**src/rtl/hole_sep_pkg.sv**
```systemverilog
package hole_sep_pkg;
  function automatic int cnt_w(input int max_val);
    return (max_val < 1) ? 1 : $clog2(max_val + 1);
  endfunction
endpackage

```
**src/rtl/hole_edge_sync.sv**
```systemverilog
module hole_edge_sync #(
  parameter int STAGES = 2
) (
  input  logic clk_i,
  input  logic rst_ni,
  input  logic d_i,
  output logic rise_o
);
  logic [STAGES:0] sr_q;

  always_ff @(posedge clk_i or negedge rst_ni)
    if (!rst_ni) sr_q[0] <= 1'b0;
    else         sr_q[0] <= d_i;

  for (genvar g = 1; g <= STAGES; g++) begin : g_stage
    always_ff @(posedge clk_i or negedge rst_ni)
      if (!rst_ni) sr_q[g] <= 1'b0;
      else         sr_q[g] <= sr_q[g-1];
  end

  assign rise_o = sr_q[STAGES-1] & ~sr_q[STAGES];


  edge_once_chk: assert property (@(posedge clk_i) disable iff (!rst_ni)
    rise_o |=> !rise_o);
endmodule

```
**src/rtl/hole_classifier.sv**
```systemverilog
module hole_classifier #(
  parameter int TO16  = 120,
  parameter int TO10  = 200,
  parameter int THR16 = 75,
  parameter int THR10 = 120
) (
  input  logic clk_i,
  input  logic rst_ni,
  input  logic rise_i,
  input  logic media16_i,
  output logic index_o,
  output logic sector_o,
  output logic speed_ok_o
);
  import hole_sep_pkg::*;
  localparam int GW = cnt_w((TO10 > TO16) ? TO10 : TO16);

  logic [GW-1:0] gap_q, to_c, thr_c;
  logic [GW:0]   gap_nx;
  logic          prev_idx_q, ok_q, is_idx;

  assign to_c   = media16_i ? GW'(TO16)  : GW'(TO10);
  assign thr_c  = media16_i ? GW'(THR16) : GW'(THR10);
  assign gap_nx = {1'b0, gap_q} + 1'b1;
  // gap_q holds spacing-1 at the next rise; index only right after a sector
  assign is_idx = !prev_idx_q && (gap_q < thr_c);

  always_ff @(posedge clk_i or negedge rst_ni) begin
    if (!rst_ni) begin
      gap_q      <= '1;
      prev_idx_q <= 1'b0;
      ok_q       <= 1'b0;
      index_o    <= 1'b0;
      sector_o   <= 1'b0;
    end else begin
      index_o  <= rise_i & is_idx;
      sector_o <= rise_i & ~is_idx;
      if (rise_i) begin
        gap_q      <= '0;
        ok_q       <= 1'b1;
        prev_idx_q <= is_idx;
      end else begin
        if (gap_q < to_c) gap_q <= gap_nx[GW-1:0];
        if (gap_nx >= {1'b0, to_c}) ok_q <= 1'b0;
      end
    end
  end

  assign speed_ok_o = ok_q;


  speed_src_chk: assert property (@(posedge clk_i) disable iff (!rst_ni)
    $rose(speed_ok_o) |-> $past(rise_i));

  single_pulse_chk: assert property (@(posedge clk_i) disable iff (!rst_ni)
    (index_o || sector_o) |=> !(index_o || sector_o));
endmodule

```
**src/rtl/ready_ctrl.sv**
```systemverilog
module ready_ctrl #(
  parameter int MOTOR_DLY = 8000,
  parameter int SEL_DLY   = 400
) (
  input  logic clk_i,
  input  logic rst_ni,
  input  logic motor_on_i,
  input  logic drive_select_i,
  input  logic speed_ok_i,
  output logic ready_o
);
  import hole_sep_pkg::*;
  localparam int MW = cnt_w(MOTOR_DLY);
  localparam int SW = cnt_w(SEL_DLY);

  logic [MW-1:0] mot_q;
  logic [SW-1:0] sel_q;
  logic          mot_full, sel_full;

  assign mot_full = (mot_q == MW'(MOTOR_DLY));
  assign sel_full = (sel_q == SW'(SEL_DLY));

  always_ff @(posedge clk_i or negedge rst_ni) begin
    if (!rst_ni) begin
      mot_q <= '0;
      sel_q <= '0;
    end else begin
      if (!motor_on_i)    mot_q <= '0;
      else if (!mot_full) mot_q <= mot_q + 1'b1;
      if (!drive_select_i) sel_q <= '0;
      else if (!sel_full)  sel_q <= sel_q + 1'b1;
    end
  end

  // select gates combinationally so deselect drops ready at once
  assign ready_o = drive_select_i & sel_full & mot_full & speed_ok_i;


  motor_need_chk: assert property (@(posedge clk_i) disable iff (!rst_ni)
    ready_o |-> $past(motor_on_i));

  select_need_chk: assert property (@(posedge clk_i) disable iff (!rst_ni)
    ready_o |-> $past(drive_select_i));
endmodule

```
**src/rtl/hole_sep_ready.sv**
```systemverilog
module hole_sep_ready #(
  parameter int CYC_PER_MS  = 125000,
  parameter int SYNC_STAGES = 2
) (
  input  logic clk_i,
  input  logic rst_ni,
  input  logic hole_i,
  input  logic drive_select_i,
  input  logic motor_on_i,
  input  logic media16_i,
  output logic index_o,
  output logic sector_o,
  output logic ready_o
);
  localparam int THR16     = CYC_PER_MS * 75 / 8;
  localparam int THR10     = CYC_PER_MS * 15;
  localparam int TO16      = CYC_PER_MS * 15;
  localparam int TO10      = CYC_PER_MS * 25;
  localparam int SEL_DLY   = CYC_PER_MS * 50;
  localparam int MOTOR_DLY = CYC_PER_MS * 1000;

  logic rise, speed_ok;

  hole_edge_sync #(.STAGES(SYNC_STAGES)) u_sync (
    .clk_i(clk_i), .rst_ni(rst_ni), .d_i(hole_i), .rise_o(rise)
  );

  hole_classifier #(
    .TO16(TO16), .TO10(TO10), .THR16(THR16), .THR10(THR10)
  ) u_cls (
    .clk_i(clk_i), .rst_ni(rst_ni), .rise_i(rise), .media16_i(media16_i),
    .index_o(index_o), .sector_o(sector_o), .speed_ok_o(speed_ok)
  );

  ready_ctrl #(.MOTOR_DLY(MOTOR_DLY), .SEL_DLY(SEL_DLY)) u_rdy (
    .clk_i(clk_i), .rst_ni(rst_ni), .motor_on_i(motor_on_i),
    .drive_select_i(drive_select_i), .speed_ok_i(speed_ok), .ready_o(ready_o)
  );
endmodule

```
**config.mk**
```make
export PLATFORM = sky130hd
export DESIGN_NAME = hole_sep_ready
export DESIGN_NICKNAME = d
export VERILOG_FILES = /design/src/rtl/hole_sep_pkg.sv /design/src/rtl/hole_edge_sync.sv /design/src/rtl/hole_classifier.sv /design/src/rtl/ready_ctrl.sv /design/src/rtl/hole_sep_ready.sv
export SDC_FILE = /design/constraint.sdc
export NUM_CORES = 1
export LEC_CHECK = 0
export CORE_ASPECT_RATIO = 1.4
export CORE_MARGIN = 5
export CORE_UTILIZATION = 40
export DETAILED_ROUTE_END_ITERATION = 7
export DONT_BUFFER_PORTS = 1
export PLACE_DENSITY = 0.52
export SKIP_LAST_GASP = 1
export SLEW_MARGIN = 10
export SYNTH_ARGS = -nofsm -noshare
export SYNTH_HDL_FRONTEND = slang
export SYNTH_SLANG_ARGS = --single-unit
```
**constraint.sdc**
```tcl
create_clock -name clk_i -period 6.65 [get_ports clk_i]
set_input_delay 0.665 -clock clk_i [delete_from_list [all_inputs] [get_ports clk_i]]
set_output_delay 0.665 -clock clk_i [all_outputs]
set_load 0.02 [all_outputs]
```
* After elaboration in Yosys (flattened, before gate mapping)
Index checks and enable logic that the tools add are counted.
** Word-level totals
- Input bits :: 6
- Output and inout port bits :: 3
- Bits in registers :: 79
- Word-level logic and storage cells :: 42
** Cells by class
- Mux-type cells :: 10
- $lt $le $gt $ge :: 3
- $add $sub $neg :: 3
- Reductions and logical operators :: 4
- Bitwise operators :: 8
- Eq/ne operators :: 4
** Operators with widths (count)
- $mux 22 :: 3
- $mux 27 :: 2
- $mux 23 :: 2
- $lt 22x22->1 :: 2
- $add 27x1->27 const B :: 1
- $eq 27x27->1 const B :: 1
- $add 22x1->23 const B :: 1
- $add 23x1->23 const B :: 1
- $eq 23x23->1 const B :: 1
- $ge 23x22->1 :: 1
- $mux 20 :: 1
- $and 1x1->1 :: 6
- $ne 2x2->1 const B :: 2
- $reduce_bool 2->1 :: 2
- $mux 1 :: 2
- $not 1->1 :: 2
- $logic_and 1x1->1 :: 1
- $logic_not 1->1 :: 1

* Depth between registers and ports, before layout
Gate-level depths: netlist (run 1).
- Depth after elaboration :: 5
- Gate-level depth with buffers :: 11
- Mapped depth without buffers :: 11

* By module
From an unflattened synthesis (run 1), not the netlist that was laid out.
** Unflattened totals
- Cells, all modules :: 568
- Area, all modules :: 5300.1 um^2
** By module, submodules not included
- ready_ctrl :: times used 1, cells each 296, area each 2767.7 um^2, sequential area each 1251.2 um^2
- hole_classifier :: times used 1, cells each 268, area each 2443.6 um^2, sequential area each 678.2 um^2
- hole_edge_sync :: times used 1, cells each 4, area each 88.8 um^2, sequential area each 75.1 um^2

* Worst setup path after synthesis (run 1)
No wires, ideal clock.
- Kind :: input to register
- Start :: input media16_i
- End :: register u_cls.gap_q[19]
- Arrival time :: 2.789 ns
- Stages on the path :: 9
- Slack :: 3.787 ns
- Path through :: inv_1 ha_1 or4_1 a221oi_2 o311ai_1 a221o_1 buf_6 or3_1 a21oi_1
** On the way
- Cells in the longest elaborated chain, start to end :: 3
** RTL lines
- start: declaration :: RTL line hole_sep_ready.sv:10 : input logic media16_i,
- $mux 22 :: RTL line hole_classifier.sv:22 : assign to_c = media16_i ? GW'(TO16) : GW'(TO10);
- $lt 22x22->1 :: RTL line hole_classifier.sv:43 : if (gap_q < to_c) gap_q <= gap_nx[GW-1:0];
- $reduce_bool 2->1 (no source line)
- end signal: assignment :: RTL line hole_classifier.sv:43
- end: declaration :: RTL line hole_classifier.sv:18 : logic [GW-1:0] gap_q, to_c, thr_c;
Every way passes these cells.
A chain may end at the register's enable or synchronous reset.

* Final worst setup path (run 1)
- Start :: register u_cls.gap_q[0]
- End :: register u_cls.ok_q, in the netlist u_cls.speed_ok_o
** On the way
- Cells in the longest elaborated chain, start to end :: 3
** RTL lines
- $add 22x1->23 :: RTL line hole_classifier.sv:24 : assign gap_nx = {1'b0, gap_q} + 1'b1;
- $ge 23x22->1 :: RTL line hole_classifier.sv:44 : if (gap_nx >= {1'b0, to_c}) ok_q <= 1'b0;
- $reduce_bool 2->1 (no source line)
- end signal: assignment :: RTL line hole_classifier.sv:32 : ok_q <= 1'b0;
- end signal: assignment :: RTL line hole_classifier.sv:40 : ok_q <= 1'b1;
- end signal: assignment :: RTL line hole_classifier.sv:44
- end: declaration :: RTL line hole_classifier.sv:20 : logic prev_idx_q, ok_q, is_idx;
Every way passes these cells.

==> results.py, run 1 <==
metrics = {
    "floorplanning": {
        "die-area_sq_um": 14900,
        "start_util_pct": 40.8,
        "core_area_sq_um": 12300,
        "die_w_microns": 105,
        "fp.dieH_microns": 143,
        "ioPinCount": 9,
        "row_count": 48,
    },
    "power": {
        "comb_power_share_pct": 6.1,
        "ir_worst_vdd_mv": 0.103,
        "finalPower_mw": 1.12,
        "p_leak_nw": 2.22,
        "sw_frac_of_total_pct": 22.8,
        "seqPwrFrac_pct": 46.9,
        "pwr-share-clk_pct": 47.0,
        "p_int_mw": 0.868,
        "power_density_nw_per_um2": 206,
        "power_switching_mw": 0.256,
    },
    "yosys": {
        "yosysMostFrequentCell": "dfrtp_1",
        "ys.flop_type": "dfrtp_1",
        "synth_edf_count": 0,
        "yosysSeqAreaShare_pct": 39.9,
        "syn_area_sq_um": 5020,
        "async_reset_ff_share_pct": 100,
        "syn_avg_cell_area_sq_um": 9.63,
        "yosysTopAreaCellShare_pct": 28.4,
        "postSynthCellCount": 521,
        "ys_top_cells_by_area": "dfrtp_1, dfstp_2, ha_1, xnor2_1, and2_1",
        "ys_ff_latch": 79,
        "synth_common_cells": "dfrtp_1, xnor2_1, and2_1",
        "yosys.area.top_type": "dfrtp_1",
        "synth_fp_nets": 565,
        "synth_cell_types": 52,
        "yosysWarnings": 0,
    },
    "clock_network": {
        "cts_buffers": 9,
        "htreeDepth": 3,
        "cts_tree": "yes",
        "cts_repair_resize_count": 0,
        "clock_sinks": 79,
        "clockBufferDepth": 2,
        "clk_pin_slew_ps": 60,
        "cts_setup_buffers": 0,
        "root_buffer": "clkbuf_16",
        "clock_latency_ps": 330,
        "ctsHoldBuffers": 0,
    },
    "critical_path": {
        "worst_path_largest_cell_delay_ps": 580,
        "worst_setup_path_end_kind": "register",
        "cp-start-kind": "register",
        "worstPathArrival_ps": 3500,
        "crit_slowest_cell": "dfstp_2",
        "required_ps": 6890,
        "worstPathMaxFanout": 7,
        "path_class": "register to register",
        "critical_path.cell_chain": "ha_1 > nand3_1 > nor3_1 > nand3_1 > or2_2 > xnor2_1 > ha_1 > a211oi_1 > o32a_1 > nand4_1 > o211ai_1",
    },
    "grt": {
        "grt-ovfl-total": 0,
        "grt_max_degree": 80,
        "grt_pass1_wl_microns": 18200,
        "antenna_found_initial": 0,
        "grt_pass1_vias": 3777,
        "track_usage_pct": 14.9,
    },
    "detailed_routing": {
        "routed_via_density": 5.60,
        "drc": 0,
        "totalWireLength_microns": 10700,
        "dr_total_vias": 3773,
        "ant_nets": 0,
        "dr.first_iter.drc_count": 124,
        "first_pass_iters": 5,
        "wire_per_inst_microns": 15.8,
    },
    "placed_design": {
        "gp_congestion": 0.803,
        "portBuffers": 0,
        "placed_area_sq_um": 5150,
        "hpwlAfterDp_microns": 7470,
    },
    "timing": {
        "clock_skew_ps": 4.87,
        "slew-limit-headroom_pct": 48.4,
        "clock.fmax_mhz": 307,
        "hold_viol": 0,
        "maxSlewViolCount": 0,
        "fin_crit_ps": 3260,
        "rsz0062_at_grt": "false",
        "finalSetupViolations": 0,
        "tightest_slew_ps": 767,
        "period_share_pct": 49.0,
        "setup_tns_ps": 0,
    },
    "hold_path": {
        "min_path_type": "primary input to async pin",
    },
    "run": {
        "max-cap-violations": 0,
    },
    "finish": {
        "fillerInstances": 1195,
        "final_cell_area_sq_um": 5460,
        "antenna_cells": 0,
        "area_growth_pct": 8.88,
        "nets": 563,
        "drive_above_1_share_pct": 9.54,
    },
    "status": {
        "outcome": "finished clean",
    },
}
==> per-layer routing <==
metal / vias to the layer above / share of wire [%] / GRT usage (%)
li1: 1872 / - / -
met1: 1856 / 42 / 17.0
met2: 29 / 53 / 27.3
met3: 16 / 1.7 / 2.50
met4: 0 / 2.4 / 6.40
met5: - / 0 / 0
==> state kept, by name, indices dropped and copies added, names as in the netlist <==
register,count
u_rdy.mot_q,27
u_rdy.sel_q,23
u_cls.sector_o,1
u_sync.sr_q,3
u_cls.index_o,1
u_cls.prev_idx_q,1
u_cls.speed_ok_o,1
u_cls.gap_q,22
==> worst max-delay path: cells and delay by family, from the launching register on <==
kind,cells,cell delay [ps]
DFF,1,580
and+or+nand+nor,5,1420
adders and majority gates,2,370
xor gates and xnor gates,1,140
AOI/OAI and AO/OA,3,670
==> power by group through the flow <==
stage	logic [mW]	registers (mW)	clock network [mW]
after floorplan	0.0591	0.528	0
after global placement	0.0675	0.535	0
after detailed placement	0.0692	0.536	0
after CTS	0.0698	0.527	0.548
after global routing	0.0803	0.531	0.570
final	0.0687	0.527	0.529
==> layout by cell type, fill, tap and decap left out, drive strengths merged, types with 3 or more instances in the layout <==
cell / Yosys / routed
a21o: 3 / 3
nand2: 32 / 32
nand4: 15 / 15
or2: 5 / 5
ha: 38 / 38
nor4: 8 / 8
dfstp: 22 / 22
and3: 8 / 8
nor2b: 11 / 11
dfrtp: 57 / 57
mux2i: 3 / 3
nor3: 9 / 9
o211ai: 5 / 5
and4: 7 / 7
o21ai: 24 / 24
nand4b: 3 / 3
or4b: 3 / 3
clkinv: 0 / 3
nand3: 35 / 35
inv: 10 / 10
clkbuf: 11 / 10
or3: 24 / 24
and2: 41 / 41
a211oi: 5 / 5
nor2: 15 / 15
xor2: 19 / 19
nand2b: 7 / 7
xnor2: 42 / 42
a21boi: 5 / 5
a21oi: 26 / 26
==> path summary, 6_finish.rpt <==
check                                           startpoint                            to  slack [ps]  cells after the start
max in group asynchronous                           rst_ni   u_cls.gap_q[15]$_DFFE_PN1P_        6430                      0
worst max register to register  u_cls.gap_q[0]$_DFFE_PN1P_  u_cls.speed_ok_o$_DFFE_PN0P_        3390                     11
worst max-delay path            u_cls.gap_q[0]$_DFFE_PN1P_  u_cls.speed_ok_o$_DFFE_PN0P_        3390                     11
worst min register to register    u_sync.sr_q[0]$_DFF_PN0_      u_sync.sr_q[1]$_DFF_PN0_         350                      0
min in group clk_i                u_sync.sr_q[0]$_DFF_PN0_      u_sync.sr_q[1]$_DFF_PN0_         350                      0
worst min-delay path                                rst_ni    u_rdy.sel_q[0]$_DFFE_PN0P_          20                      0
==> cell type report <==
cell class	instances	area, sq um	share of cell area (%)
multi-input combinational	418	2910	53.3
sequential	79	2000	36.7
clock buffer	10	229	4.19
tap	150	188	3.43
clock inverter	6	86.3	1.58
inverter	10	37.5	0.687
timing repair buffer	1	7.51	0.137
==> through the flow <==
step	instances	setup WS, ps	utilization, %	hold WS [ps]
after detailed placement	658	3070	41.8	337
after global placement	658	3160	41.8	339
final	674	3390	44.4	24.5
after CTS	674	3350	44.4	7.61
after global routing	674	3170	44.4	1.85
after floorplan	521	3790	-	331
==> kinds of logic after synthesis <==
| logic type | after synthesis | share of synthesized area (%) |
|---|---|---|
| multiplexers | 3 | 0.598 |
| AO/OA/AOI/OAI | 83 | 10.4 |
| buffers and inverters | 24 | 2.12 |
| AND/OR/NAND/NOR | 233 | 26.9 |
| adder cells (fa/ha/maj) | 38 | 9.47 |
| flip-flops | 79 | 39.9 |
| XOR/XNOR | 61 | 10.6 |
No activity file was read; power rests on OpenSTA's default activity.
==> run 2, diff against run 1 <==
--- a/config.mk
+++ b/config.mk
@@ -10,7 +10,7 @@
 export CORE_UTILIZATION = 40
 export DETAILED_ROUTE_END_ITERATION = 7
 export DONT_BUFFER_PORTS = 1
-export PLACE_DENSITY = 0.52
+export PLACE_DENSITY = 0.54
 export SKIP_LAST_GASP = 1
 export SLEW_MARGIN = 10
 export SYNTH_ARGS = -nofsm -noshare
==> constraint.sdc (replaced) <==
create_clock -name clk_i -period 2.7 [get_ports clk_i]
set_input_delay 0.27 -clock clk_i [delete_from_list [all_inputs] [get_ports clk_i]]
set_output_delay 0.27 -clock clk_i [all_outputs]
set_load 0.02 [all_outputs]
==> results.py, run 2 (same netlist as run 1, synthesis figures left out) <==
metrics = {
    "status": {
        "outcome": "finished clean",
    },
    "critical_path": {
        "required_ps": 2990,
        "rr_worst_depth": 8,
        "worst_path_largest_cell_delay_ps": 610,
        "crit_end": "u_cls.gap_q[7]$_DFFE_PN1P_",
        "worstPathArrival_ps": 2900,
        "crit_slowest_cell": "dfstp_2",
        "path_buf_inv": 1,
        "timing.rr.end": "u_cls.gap_q[7]$_DFFE_PN1P_",
        "crit_cells": 8,
        "rrSetupSlack_ps": 80,
        "path_class": "register to register",
        "startpoint": "u_cls.gap_q[4]$_DFFE_PN1P_",
        "crit_family": "compound AO/OA/AOI/OAI gates",
        "critical_path.cell_chain": "ha_1 > a21o_1 > a221oi_2 > o311ai_1 > a221o_2 > buf_6 > or4b_1 > nand2_1",
        "worst_setup_path_end_kind": "register",
        "worstPathMaxFanout": 7,
        "cp-start-kind": "register",
        "r2r-start": "u_cls.gap_q[4]$_DFFE_PN1P_",
    },
    "placed_design": {
        "portBuffers": 0,
        "gp_congestion": 0.852,
        "placed_area_sq_um": 5280,
        "hpwlAfterDp_microns": 7780,
        "place_inst": 675,
    },
    "power": {
        "power_switching_mw": 0.681,
        "p_leak_nw": 2.40,
        "comb_power_share_pct": 7.3,
        "power_density_nw_per_um2": 506,
        "ir_worst_vdd_mv": 0.302,
        "finalPower_mw": 2.93,
        "pwr-share-clk_pct": 48.3,
        "sw_frac_of_total_pct": 23.3,
        "p_int_mw": 2.25,
        "seqPwrFrac_pct": 44.4,
    },
    "grt": {
        "grt-ovfl-total": 0,
        "grt_max_degree": 80,
        "antenna_found_initial": 0,
        "grt_pass1_wl_microns": 18800,
        "track_usage_pct": 15.5,
        "grt_pass1_vias": 3963,
    },
    "detailed_routing": {
        "dr_total_vias": 3874,
        "totalWireLength_microns": 11100,
        "routed_via_density": 5.53,
        "drc": 0,
        "ant_nets": 0,
        "dr.first_iter.drc_count": 131,
        "first_pass_iters": 4,
        "wire_per_inst_microns": 15.9,
    },
    "timing": {
        "clock.fmax_mhz": 382,
        "maxSlewViolCount": 0,
        "fin_crit_ps": 2620,
        "period_share_pct": 96.9,
        "hold_viol": 0,
        "finalSetupViolations": 0,
        "tightest_slew_ps": 560,
        "clock_skew_ps": 9.23,
        "setup_tns_ps": 0,
        "rsz0062_at_grt": "true",
        "slew-limit-headroom_pct": 62.3,
    },
    "finish": {
        "final_cell_area_sq_um": 5790,
        "multi_input_area_sq_um": 2970,
        "fillerInstances": 1152,
        "stdcell_count": 701,
        "largest_register_ff_count": 27,
        "regMostFlops": "u_rdy.mot_q",
        "reg.largest.list": "u_rdy.mot_q (27), u_rdy.sel_q (23), u_cls.gap_q (22)",
        "antenna_cells": 0,
        "drive_above_1_share_pct": 15.2,
        "area_growth_pct": 15.4,
        "regArea_sq_um": 2000,
        "nets": 590,
        "utilization_pct": 47.0,
        "layout.cells.most_common": "dfrtp_1",
        "final_cell_mix": "dfrtp_1, xnor2_1, and2_1",
    },
    "clock_network": {
        "root_buffer": "clkbuf_16",
        "clk_pin_slew_ps": 60,
        "clock_latency_ps": 340,
        "clockBufferDepth": 2,
        "cts_tree": "yes",
        "clock_sinks": 79,
        "htreeDepth": 3,
        "cts_buffers": 9,
    },
    "floorplanning": {
        "fp.dieH_microns": 143,
        "core_area_sq_um": 12300,
        "row_count": 48,
        "die_w_microns": 105,
        "die-area_sq_um": 14900,
        "start_util_pct": 40.8,
        "ioPinCount": 9,
    },
    "hold_path": {
        "min_path_type": "primary input to register",
    },
    "run": {
        "max-cap-violations": 0,
    },
}
## run 2: cell types whose count changed in the layout (fill, tap and decap cells not counted), moves of 2 or more
cell / change
nand3_1: -3
nor3_1: -2
nand3_4: +2
buf_6: +2
dlygate4sd3_1: +2
buf_4: +20
## run 2: power by group through the flow
stage	logic, mW	clock network [mW]	registers (mW)
after detailed placement	0.183	0	1.32
after global placement	0.174	0	1.31
final	0.215	1.41	1.30
after floorplan	0.146	0	1.30
after global routing	0.243	1.53	1.31
after CTS	0.217	1.47	1.30
## run 2: worst min-delay path by stage
stage	start	slack (ps)	to	cells after the start
2_1_floorplan	rst_ni	-30	u_cls.index_o$_DFF_PN0_	0
3_3_place_gp	rst_ni	-20	u_rdy.sel_q[22]$_DFFE_PN0P_	0
3_5_place_dp	rst_ni	-20	u_rdy.sel_q[22]$_DFFE_PN0P_	0
4_1_cts	drive_select_i	40	u_rdy.sel_q[21]$_DFFE_PN0P_	1
5_1_grt	drive_select_i	40	u_rdy.sel_q[4]$_DFFE_PN0P_	1
6_report	drive_select_i	50	u_rdy.sel_q[0]$_DFFE_PN0P_	1
## run 2: per-stage QoR
step / worst slack, ps / hold slack, ps
2_1_floorplan: 84.7 / -25.6
6_report: 82.7 / 52.2
5_1_grt: -11.7 / 38.7
3_3_place_gp: 15.4 / -23.0
3_5_place_dp: -48.6 / -22.4
4_1_cts: 29.3 / 36.9
## run 2: routing by layer
layer	wire length, microns	track usage, %
met5	0	0
met4	279	6.87
met3	225	3.18
met2	5910	28.3
met1	4720	17.4
## run 2: cell type report
class	instances	area share, %
multi-input combinational	418	51.2
sequential	79	34.6
timing repair buffer	28	4.28
clock buffer	9	3.89
tap	150	3.24
clock inverter	7	2.07
inverter	10	0.648
## run 2: timing repair
item | CTS | global route
setup endpoints to repair | 1 | 5
hold buffers | 3 | 0
setup buffers | 0 | 6
hold endpoints to repair | 80 | 0
gates resized for setup | 4 | 13
pin swaps | 0 | 5
cloned | 0 | 1
## run 2: worst reg2reg max path, stage by stage (launching register included)
cell      delay (ps)
dfstp_2          610
ha_1             270
a21o_1           200
a221oi_2         220
o311ai_1         120
a221o_2          460
buf_6            160
or4b_1           450
nand2_1           80
==> run 3, diff against run 2 <==
==> constraint.sdc (replaced) <==
create_clock -name clk_i -period 2.3 [get_ports clk_i]
set_input_delay 0.23 -clock clk_i [delete_from_list [all_inputs] [get_ports clk_i]]
set_output_delay 0.23 -clock clk_i [all_outputs]
set_load 0.02 [all_outputs]
==> results.py, run 3 (same netlist as run 1, synthesis figures left out) <==
metrics = {
    "status": {
        "outcome": "complete, but fails checks",
        "violations": "negative setup slack",
    },
    "placed_design": {
        "hpwlAfterDp_microns": 8400,
        "preCtsSetupSlack_ps": -210,
        "gp_congestion": 0.800,
        "place_inst": 715,
        "portBuffers": 0,
        "placed_area_sq_um": 5670,
    },
    "timing": {
        "clock.fmax_mhz": 385,
        "maxSlewViolCount": 0,
        "clock_skew_ps": 7.64,
        "post-route-worst-setup-slack_ps": -297,
        "fin_crit_ps": 2600,
        "slew-limit-headroom_pct": 73.5,
        "finalSetupViolations": 23,
        "rsz0062_at_grt": "true",
        "period_share_pct": 113,
        "hold_viol": 0,
        "whs_ps": 19.5,
        "tightest_slew_ps": 397,
    },
    "finish": {
        "layout.cells.most_common": "buf_4",
        "regMostFlops": "u_rdy.mot_q",
        "stdcell_count": 743,
        "reg.largest.list": "u_rdy.mot_q (27), u_rdy.sel_q (23), u_cls.gap_q (22)",
        "final_cell_area_sq_um": 6370,
        "antenna_cells": 0,
        "nets": 632,
        "final_cell_mix": "buf_4, dfrtp_1, xnor2_1",
        "largest_register_ff_count": 27,
        "drive_above_1_share_pct": 27.2,
        "area_growth_pct": 26.9,
    },
    "floorplanning": {
        "core_area_sq_um": 12300,
        "fp.dieH_microns": 143,
        "die_w_microns": 105,
        "start_util_pct": 40.8,
        "row_count": 48,
        "ioPinCount": 9,
        "die-area_sq_um": 14900,
    },
    "critical_path": {
        "path_class": "register to register",
        "worst_setup_path_end_kind": "register",
        "timing.rr.end": "u_cls.gap_q[21]$_DFFE_PN1P_",
        "critical_path.cell_chain": "ha_4 > or4_4 > a221oi_2 > o311ai_1 > a221o_2 > buf_6 > buf_16 > or3_4 > a21oi_2",
        "required_ps": 2580,
        "worst_path_largest_cell_delay_ps": 470,
        "r2r-start": "u_cls.gap_q[9]$_DFFE_PN1P_",
        "crit_slowest_cell": "or4_4",
        "rrSetupSlack_ps": -300,
        "cp-start-kind": "register",
        "rr_worst_depth": 9,
        "worstPathArrival_ps": 2870,
        "worstPathMaxFanout": 10,
    },
    "clock_network": {
        "clock_latency_ps": 340,
        "cts_tree": "yes",
        "root_buffer": "clkbuf_16",
        "clockBufferDepth": 2,
        "cts_buffers": 9,
        "clock_sinks": 79,
        "clk_pin_slew_ps": 60,
        "htreeDepth": 3,
    },
    "hold_path": {
        "hp-start": "drive_select_i",
        "min_path_type": "primary input to register",
        "hold_path_depth": 1,
        "hold_end": "u_rdy.sel_q[3]$_DFFE_PN0P_",
    },
    "power": {
        "p_leak_nw": 2.64,
        "ir_worst_vdd_mv": 0.439,
        "power_density_nw_per_um2": 542,
    },
    "detailed_routing": {
        "dr_total_vias": 4079,
        "wire_per_inst_microns": 16.5,
        "first_pass_iters": 5,
        "drc": 0,
        "ant_nets": 0,
        "dr.first_iter.drc_count": 130,
        "routed_via_density": 5.49,
        "totalWireLength_microns": 12300,
    },
    "grt": {
        "grt-ovfl-total": 0,
        "grt_max_degree": 80,
        "grt_pass1_wl_microns": 20600,
        "track_usage_pct": 17.1,
        "antenna_found_initial": 0,
        "grt_pass1_vias": 4251,
    },
    "run": {
        "max-cap-violations": 0,
    },
}
-- run 3: cell types whose count changed in the layout (fill, tap and decap cells not counted), sizes merged --
cell	change
clkinvlp	+1
clkbuf	+2
bufinv	-1
buf	+42
inv	-2
-- run 3: what timing repair did --
action | in CTS | in global routing
hold buffers | 3 | 0
pin swaps | 10 | 14
gates cloned | 3 | 0
setup buffers | 3 | 3
endpoints found under the hold margin | 80 | 0
resized for setup | 20 | 33
setup endpoints to repair | 22 | 24
-- run 3: report_power, final --
| part | internal, mW | switching [mW] |
|---|---|---|
| combinational | 0.189 | 0.202 |
| clock | 0.981 | 0.580 |
| sequential | 1.46 | 0.0444 |
-- run 3: how the worst max path moves through the flow --
stage / slack [ps] / endpoint / cells after the start / from
finish: -300 / u_cls.gap_q[21]$_DFFE_PN1P_ / 9 / u_cls.gap_q[9]$_DFFE_PN1P_
CTS: -250 / u_cls.speed_ok_o$_DFFE_PN0P_ / 11 / u_cls.gap_q[3]$_DFFE_PN1P_
global placement: -170 / u_cls.gap_q[7]$_DFFE_PN1P_ / 8 / u_cls.gap_q[9]$_DFFE_PN1P_
detailed placement: -210 / u_cls.speed_ok_o$_DFFE_PN0P_ / 10 / u_cls.gap_q[1]$_DFFE_PN1P_
floorplan: -40 / u_cls.gap_q[20]$_DFFE_PN1P_ / 9 / media16_i
global route: -380 / u_cls.speed_ok_o$_DFFE_PN0P_ / 11 / u_cls.gap_q[0]$_DFFE_PN1P_
-- run 3: critical path: cells and delay by family, from the launching register on --
kind	cells	cell delay, ps
buffers and inverters	2	290
AND/OR/NAND/NOR	2	790
adder cells (fa/ha/maj)	1	150
flip-flops	1	380
AO/OA/AOI/OAI	4	900
-- run 3: stage by stage --
step	power, mW	TNS [ps]	util (%)
floorplan	1.71	-570	-
global placement	1.84	-1450	46.1
detailed placement	1.84	-2550	46.1
CTS	3.47	-4590	50.7
global route	3.61	-6730	51.7
finish	3.45	-5200	51.7
-- run 3: area by class of cell --
cell class	count	area, sq um
fill	1113	5940
clock inverter	5	81.3
clock buffer	11	243
timing repair buffer	70	643
multi-input combinational	418	3170
sequential	79	2000
tap	150	188
inverter	10	41.3
-- run 3: metal layers --
layer  routed length, microns  vias to the layer above  global-route usage [%]  part of all wire [%]
li1                         -                     2022                       -                     -
met1                     5060                     1988                    19.1                    41
met2                     6660                       46                    31.9                    54
met3                      236                       23                    3.22                   1.9
met4                      331                        0                    6.73                   2.7
met5                        0                        -                       0                     0
